==> src/rtl/gtmr_pkg.sv <==
package gtmr_pkg;
  localparam int unsigned TMR_COUNT = 4;
  localparam int unsigned DATA_W    = 32;
  localparam int unsigned ADDR_W    = 8;
  localparam int unsigned VAL_W     = DATA_W - 1;
  localparam int unsigned IDX_W     = $clog2(TMR_COUNT);

  // Strobes from control to datapath, valid for one clock.
  typedef struct packed {
    logic                 tick;
    logic [TMR_COUNT-1:0] baseWr;
    logic [TMR_COUNT-1:0] startEv;
    logic [TMR_COUNT-1:0] stopEv;
    logic [IDX_W-1:0]     rdIdx;
    logic                 rdCnt;
    logic                 rdBase;
  } tmrCtrl_t;
endpackage

==> src/rtl/gtmr_ctrl.sv <==
module gtmr_ctrl
  import gtmr_pkg::*;
#(
  parameter int unsigned PRESCALE = 4
) (
  input  logic                 clk,
  input  logic                 rstN,
  input  logic                 wrEn,
  input  logic [ADDR_W-1:0]    addr,
  input  logic                 wrInhibit,
  input  logic [TMR_COUNT-1:0] inhibit,
  output tmrCtrl_t             ctrl
);
  localparam int unsigned PS_W = $clog2(PRESCALE);

  logic [PS_W-1:0] psCnt;
  logic            tickNow;
  logic [IDX_W-1:0] slotIdx;
  logic            offCnt;
  logic            offBase;

  assign tickNow = (psCnt == PS_W'(PRESCALE - 1));

  always_ff @(posedge clk) begin
    if (!rstN) psCnt <= '0;
    else if (tickNow) psCnt <= '0;
    else psCnt <= psCnt + PS_W'(1);
  end

  assign slotIdx = addr[ADDR_W-1 -: IDX_W];
  assign offCnt  = (addr[5:0] == 6'h00);
  assign offBase = (addr[5:0] == 6'h10);

  always_comb begin
    ctrl.tick   = tickNow;
    ctrl.rdIdx  = slotIdx;
    ctrl.rdCnt  = offCnt;
    ctrl.rdBase = offBase;
  end

  for (genvar i = 0; i < TMR_COUNT; i++) begin : g_dec
    always_comb begin
      ctrl.baseWr[i]  = wrEn && offBase && (slotIdx == IDX_W'(i));
      ctrl.startEv[i] = ctrl.baseWr[i] && inhibit[i] && !wrInhibit;
      ctrl.stopEv[i]  = ctrl.baseWr[i] && !inhibit[i] && wrInhibit;
    end
  end
endmodule

==> src/rtl/gtmr_datapath.sv <==
module gtmr_datapath
  import gtmr_pkg::*;
(
  input  logic                            clk,
  input  logic                            rstN,
  input  tmrCtrl_t                        ctrl,
  input  logic [DATA_W-1:0]               wrData,
  output logic [DATA_W-1:0]               rdData,
  output logic [TMR_COUNT-1:0]            irq,
  output logic [TMR_COUNT-1:0]            inhibit,
  output logic [TMR_COUNT-1:0][VAL_W-1:0] cntVal,
  output logic [TMR_COUNT-1:0]            togBit
);
  logic [TMR_COUNT-1:0][DATA_W-1:0] baseReg;

  for (genvar i = 0; i < TMR_COUNT; i++) begin : g_tmr
    assign inhibit[i] = baseReg[i][DATA_W-1];

    always_ff @(posedge clk) begin
      if (!rstN) begin
        baseReg[i] <= {1'b1, {VAL_W{1'b0}}};
        cntVal[i]  <= '0;
        togBit[i]  <= 1'b0;
        irq[i]     <= 1'b0;
      end else begin
        irq[i] <= 1'b0;
        if (ctrl.baseWr[i]) baseReg[i] <= wrData;
        if (ctrl.startEv[i]) begin
          cntVal[i] <= wrData[VAL_W-1:0];
          togBit[i] <= 1'b0;
        end else if (ctrl.stopEv[i]) begin
          cntVal[i] <= '0;
        end else if (ctrl.tick && !inhibit[i]) begin
          if (cntVal[i] == '0) begin
            cntVal[i] <= baseReg[i][VAL_W-1:0];
            togBit[i] <= ~togBit[i];
            irq[i]    <= 1'b1;
          end else begin
            cntVal[i] <= cntVal[i] - VAL_W'(1);
          end
        end
      end
    end
  end

  always_comb begin
    rdData = '0;
    if (ctrl.rdCnt)       rdData = {togBit[ctrl.rdIdx], cntVal[ctrl.rdIdx]};
    else if (ctrl.rdBase) rdData = baseReg[ctrl.rdIdx];
  end
endmodule

==> src/rtl/gtmr_bank.sv <==
module gtmr_bank
  import gtmr_pkg::*;
#(
  parameter int unsigned PRESCALE = 4
) (
  input  logic                 clk,
  input  logic                 rstN,
  input  logic                 wrEn,
  input  logic [ADDR_W-1:0]    addr,
  input  logic [DATA_W-1:0]    wrData,
  output logic [DATA_W-1:0]    rdData,
  output logic [TMR_COUNT-1:0] irq
);
  tmrCtrl_t                        ctrl;
  logic [TMR_COUNT-1:0]            inhibit;
  logic [TMR_COUNT-1:0][VAL_W-1:0] cntVal;
  logic [TMR_COUNT-1:0]            togBit;

  gtmr_ctrl #(.PRESCALE(PRESCALE)) u_ctrl (
    .clk       (clk),
    .rstN      (rstN),
    .wrEn      (wrEn),
    .addr      (addr),
    .wrInhibit (wrData[DATA_W-1]),
    .inhibit   (inhibit),
    .ctrl      (ctrl)
  );

  gtmr_datapath u_dp (
    .clk     (clk),
    .rstN    (rstN),
    .ctrl    (ctrl),
    .wrData  (wrData),
    .rdData  (rdData),
    .irq     (irq),
    .inhibit (inhibit),
    .cntVal  (cntVal),
    .togBit  (togBit)
  );
endmodule

==> config.mk <==
export PLATFORM = sky130hd
export DESIGN_NAME = gtmr_bank
export DESIGN_NICKNAME = d
export VERILOG_FILES = /design/src/rtl/gtmr_pkg.sv /design/src/rtl/gtmr_ctrl.sv /design/src/rtl/gtmr_datapath.sv /design/src/rtl/gtmr_bank.sv
export SDC_FILE = /design/constraint.sdc
export NUM_CORES = 1
export LEC_CHECK = 0
export CAP_MARGIN = 20
export CELL_PAD_IN_SITES_DETAIL_PLACEMENT = 2
export CELL_PAD_IN_SITES_GLOBAL_PLACEMENT = 2
export CORE_MARGIN = 1
export CORE_UTILIZATION = 30
export CTS_CLUSTER_DIAMETER = 80
export DETAILED_ROUTE_END_ITERATION = 16
export PLACE_DENSITY = 0.68
export SLEW_MARGIN = 20
export SYNTH_ARGS = -nofsm -noshare
export SYNTH_HDL_FRONTEND = slang
export SYNTH_HIERARCHICAL = 1
export SYNTH_SLANG_ARGS = --single-unit
==> constraint.sdc <==
create_clock -name clk -period 6.72 [get_ports clk]
set_input_delay 1.344 -clock clk [delete_from_list [all_inputs] [get_ports clk]]
set_output_delay 1.344 -clock clk [all_outputs]
set_load 0.005 [all_outputs]
### Word-level counts from Yosys, hierarchy flattened

Cells that the tools add are included.

| word-level totals | value |
|---|---|
| bits in registers | 262 |
| input bits | 43 |
| output and inout bits | 36 |
| word-level logic and storage cells | 122 |

| operators by class | value |
|---|---|
| add/subtract/negate cells | 5 |
| order comparisons | 1 |
| equal/unequal tests | 5 |
| multiplexer cells | 28 |
| bitwise gates (word level) | 13 |
| reductions and logical operators | 53 |

Operator list:

| operator | count |
|---|---|
| $mux W31 | 17 |
| $logic_not A31 Y1 | 4 |
| $sub A31 B1 Y31 const B | 4 |
| $mux W32 | 3 |
| $bmux W32 S2 | 1 |
| $bmux W31 S2 | 1 |
| $logic_and A1 B1 Y1 | 25 |
| $reduce_or A4 Y1 | 4 |
| $not A1 Y1 | 13 |
| $reduce_and A3 Y1 | 4 |
| $reduce_bool A3 Y1 | 4 |
| $reduce_or A2 Y1 | 5 |
| $eq A2 B2 Y1 const B | 3 |
| $eq A6 B5 Y1 const B | 1 |
| $logic_not A6 Y1 | 1 |
| $logic_not A1 Y1 | 5 |
| $mux W1 | 5 |
| $lt A2 B3 Y1 const B | 1 |
| $add A2 B1 Y2 const B | 1 |
| $bmux W1 S2 | 1 |
| $eq A2 B1 Y1 const B | 1 |
| $logic_not A2 Y1 | 1 |

### Longest topological paths before layout

| logic depth | value |
|---|---|
| depth after elaboration | 7 |
| depth in mapped cells | 12 |
| depth with buffers taken out | 9 |

### By module

The synthesis kept the hierarchy.

Modules (own cells, without submodules):

| module | times used | cells an instance | area an instance (um2) | sequential area each (um2) |
|---|---|---|---|---|
| gtmr_datapath | 1 | 1879 | 16079.2 | 5205.0 |
| gtmr_ctrl | 1 | 41 | 297.8 | 40.0 |

### Least setup slack after synthesis

Ideal clock, no wire load.

| timing | value |
|---|---|
| path type | input to output |
| from | input port addr[1] |
| to | output port rdData[10] |
| data arrival time | 3287 ps |
| required time | 5376 ps |
| setup slack | 2089 ps |
| stages on the path | 9 |
| buffers on the path | 4 |
| path through | or4_4 or3b_4 buf_6 inv_1 buf_4 nor2b_1 clkbuf_1 clkbuf_1 a22o_1 |

| on the way | value |
|---|---|
| longest elaborated chain between the ends | 3 |
| elaborated cells between the ends (all ways) | 4 |
| classes of those cells | eq/ne: 1; mux: 2; reduce/logical: 1 |

RTL lines:

| item | RTL line | text |
|---|---|---|
| from (decl) | gtmr_bank.sv:9 | `input logic [ADDR_W-1:0] addr,` |
| $eq A6 B5 Y1 | gtmr_ctrl.sv:32 | `assign offBase = (addr[5:0] == 6'h10);` |
| named net u_ctrl.offBase | gtmr_ctrl.sv:20 | `logic offBase;` |
| $mux W32 | gtmr_datapath.sv:49 | `else if (ctrl.rdBase) rdData = baseReg[ctrl.rdIdx];` |
| $mux W32 | gtmr_datapath.sv:48 | `if (ctrl.rdCnt) rdData = {togBit[ctrl.rdIdx], cntVal[ctrl.rdIdx]};` |
| to (decl) | gtmr_bank.sv:11 | `output logic [DATA_W-1:0] rdData,` |

The timed path passes the listed nets, and every way through them passes these cells.

==> flow_metrics.py <==
metrics = {
    "status": {
        "outcome": "completed",
    },
    "yosys": {
        "synth_largest_area_cell": "dfxtp_1",
        "synth.distinct_cells": 77,
        "ys_seq_area_frac": 0.3203,
        "netlist.area_leader.share": 0.3203,
        "synth_async_sr_flop_share": 0,
        "yosys-top-cells-area": "dfxtp_1, mux4_2, mux2i_1",
        "synthCells": 1920,
        "synth_edf_count": 0,
        "synthesis.nets": 1972,
        "ys.flop_type": "dfxtp_1",
        "postSynthAreaPerCell_um2": 8.530,
        "synth_warnings": 6,
        "synth_area_mm2": 0.01638,
        "ys_seq_elements": 262,
    },
    "die": {
        "rows": 85,
        "die_h_um": 235.6,
        "initial_utilization": 0.3037,
        "num_io_pins": 79,
        "die-area_mm2": 0.05553,
        "coreArea_mm2": 0.05392,
        "die_w_um": 235.6,
    },
    "cts": {
        "cts_hold_buf": 0,
        "postCtsResizedCells": 0,
        "path_clk_slew_ps": 50,
        "cts_setup_buffers": 0,
        "htree_num_levels": 2,
        "cts_tree": "yes",
        "root_buffer": "clkbuf_16",
        "cts_inserted_buffers": 35,
        "cts_num_sinks": 262,
        "cts_max_path_buffers": 3,
        "worstSkewPairLatency_ps": 560,
    },
    "worst_setup_path": {
        "path_class": "in -> out",
        "cp_max_fo": 20,
        "cp_data_arrival_time_ps": 4500,
        "path_cells": "clkdlybuf4s50_1 -> or4_4 -> or3b_4 -> inv_1 -> nor2b_4 -> buf_4 -> a22o_1 -> clkdlybuf4s50_1",
        "cp_slowest_cell": "nor2b_4",
        "path_common_cell": "clkdlybuf4s50_1",
        "cp-end-kind": "output pin",
        "required_ps": 5380,
        "crit_path_start_kind": "primary input",
        "crit_path_max_incr_delay_ps": 590,
    },
    "detailed_routing": {
        "postRouteWirelength_um": 71900,
        "vias_per_cell": 6.015,
        "postRouteAntennaNets": 0,
        "drt_first_pass_iters": 5,
        "drc": 0,
        "drtIter0Drc": 1389,
        "wl_per_cell_um": 27.78,
        "vias": 15570,
    },
    "sta": {
        "worst_pin_slew_ps": 1239,
        "slew_headroom": 0.1665,
        "fin_tns_setup_ps": 0,
        "max_freq_ghz": 0.1710,
        "hold_viol": 0,
        "whs_ps": 439.5,
        "setup_viol": 0,
        "slew_viol_final": 0,
        "rsz0062_at_grt": "no",
        "fin_skew_ps": 18.72,
        "fin_crit_sh": 0.8703,
        "period_needed_ps": 5848,
    },
    "final_layout": {
        "layout-drive-gt1-share": 0.1143,
        "nFillCells": 5877,
        "num-nets-final": 1921,
        "synthToLayoutAreaGrowth_pct": 13.99,
    },
    "grt": {
        "grt_start_max_net_pins": 90,
        "grt_pass1_vias": 15980,
        "overflow": 0,
        "antenna_found_initial": 3,
        "grt_use_total": 0.2556,
        "grt_pass1_wl_um": 106500,
    },
    "pwr": {
        "pwr_density_cell_mw_per_mm2": 198.2,
        "vdd_drop_max_mv": 0.1232,
        "leakagePower_nw": 6.488,
    },
    "placed_design": {
        "port_buffers": 78,
        "hpwlAfterDp_um": 53000,
        "gp_congestion": 0.9323,
    },
    "worst_hold_path": {
        "hp-class": "reg -> reg",
    },
    "flow_run": {
        "drv_cap": 0,
    },
}
-- cell type report --
type                       instances  area [um2]  share of cell area
inverter                          26       97.59            0.005228
clock inverter                     9       101.3            0.005429
multi-input combinational       1432       10270              0.5504
tap                              696       870.8             0.04665
timing repair buffer             112        1032             0.05529
clock buffer                      49        1041             0.05576
antenna                            2       5.005           0.0002681
sequential                       262        5245              0.2810
-- cells by family (layout without fill, tap and decap cells) --
group	count (synthesis)	after routing	synth area share
AND/OR/NAND/NOR	630	630	0.2025
AO/OA/AOI/OAI	506	506	0.1957
flip-flops	262	262	0.3203
buffers and inverters	226	196	0.05608
multiplexers	208	208	0.1764
XOR/XNOR	79	79	0.04225
adder cells (fa/ha/maj)	9	9	0.006876
other	0	2	0
-- layout by cell type (no fill, tap or decap), types with 12 or more instances in the layout --
master / instances
nand2_1: 153
nor2b_1: 73
inv_1: 25
or4_1: 21
buf_4: 36
mux2i_1: 139
mux4_2: 64
o221ai_1: 23
nor2_1: 136
nor3_1: 41
o21ai_0: 131
a21oi_1: 159
a21o_1: 12
xnor2_1: 54
nand4_1: 23
xor2_1: 25
a31oi_1: 12
o211ai_1: 53
nor4_1: 33
clkbuf_16: 37
a22o_1: 33
nand3_1: 33
clkdlybuf4s50_1: 75
o31ai_1: 20
or3_1: 19
dfxtp_1: 262
-- power by group --
| part | switching [W] | internal, W | total, W |
|---|---|---|---|
| Clock | 0.000761 | 0.00115 | 0.00191 |
| Combinational | 0.000147 | 0.0000805 | 0.000227 |
| Sequential | 0.00000421 | 0.00156 | 0.00156 |
| Total | 0.000912 | 0.00279 | 0.00370 |
-- registers in the layout, indices dropped and copies added, names as in the netlist --
register      count
u_dp/togBit       4
u_ctrl/psCnt      2
u_dp/irq          4
u_dp/cntVal     124
u_dp/inhibit      4
u_dp/baseReg    124
-- stage by stage --
step	worst slack [ps]	total power, W	utilization	area (um2)	std cells
2_1_floorplan	2089	0.001734	-	16380	1920
3_3_place_gp	885.0	0.001816	0.3249	17520	2528
3_5_place_dp	833.7	0.001821	0.3249	17520	2528
4_1_cts	832.7	0.003745	0.3461	18660	2586
5_1_grt	747.7	0.003819	0.3461	18660	2586
6_report	871.7	0.003701	0.3462	18670	2588
-- cells in the mapped netlist, types with 10 or more instances --
master	number
o21ai_0	131
nor4_1	33
a21o_1	12
or3_1	19
nor3_1	43
o31ai_1	20
or2_2	11
inv_1	25
nand2_1	153
o221ai_1	23
mux4_2	64
a22o_1	33
mux2i_1	139
clkbuf_1	147
nand3_1	33
nor2b_1	74
dfxtp_1	262
xnor2_1	54
nand4_1	23
or4_1	21
buf_1	25
nor2_1	147
o211ai_1	53
nand2b_1	10
xor2_1	25
a31oi_1	12
and2_1	10
a21oi_1	159
-- worst paths after layout --
kind | startpoint | endpoint | slack [ps] | cells after the start
max | addr[1] | rdData[22] | 870 | 8
min | u_ctrl/psCnt[0] | u_ctrl/psCnt[0] | 440 | 1
max reg2reg | u_dp/cntVal[105] | u_dp/cntVal[105] | 2980 | 6
min reg2reg | u_ctrl/psCnt[0] | u_ctrl/psCnt[0] | 440 | 1
-- worst max-delay path, delay by kind of cell --
kind	cells	cell delay [ps]
buf+inv	4	1300
compound gates	1	170
simple gates	3	1670
-- per-layer routing --
layer	global-route usage	up-vias	routed length [um]
met4	0.07051	2	1692
met3	0.04280	98	3734
met1	0.3671	8124	34480
li1	-	6956	-
met5	0	-	16
met2	0.3919	386	31980
(Power assumes the default switching activity.)
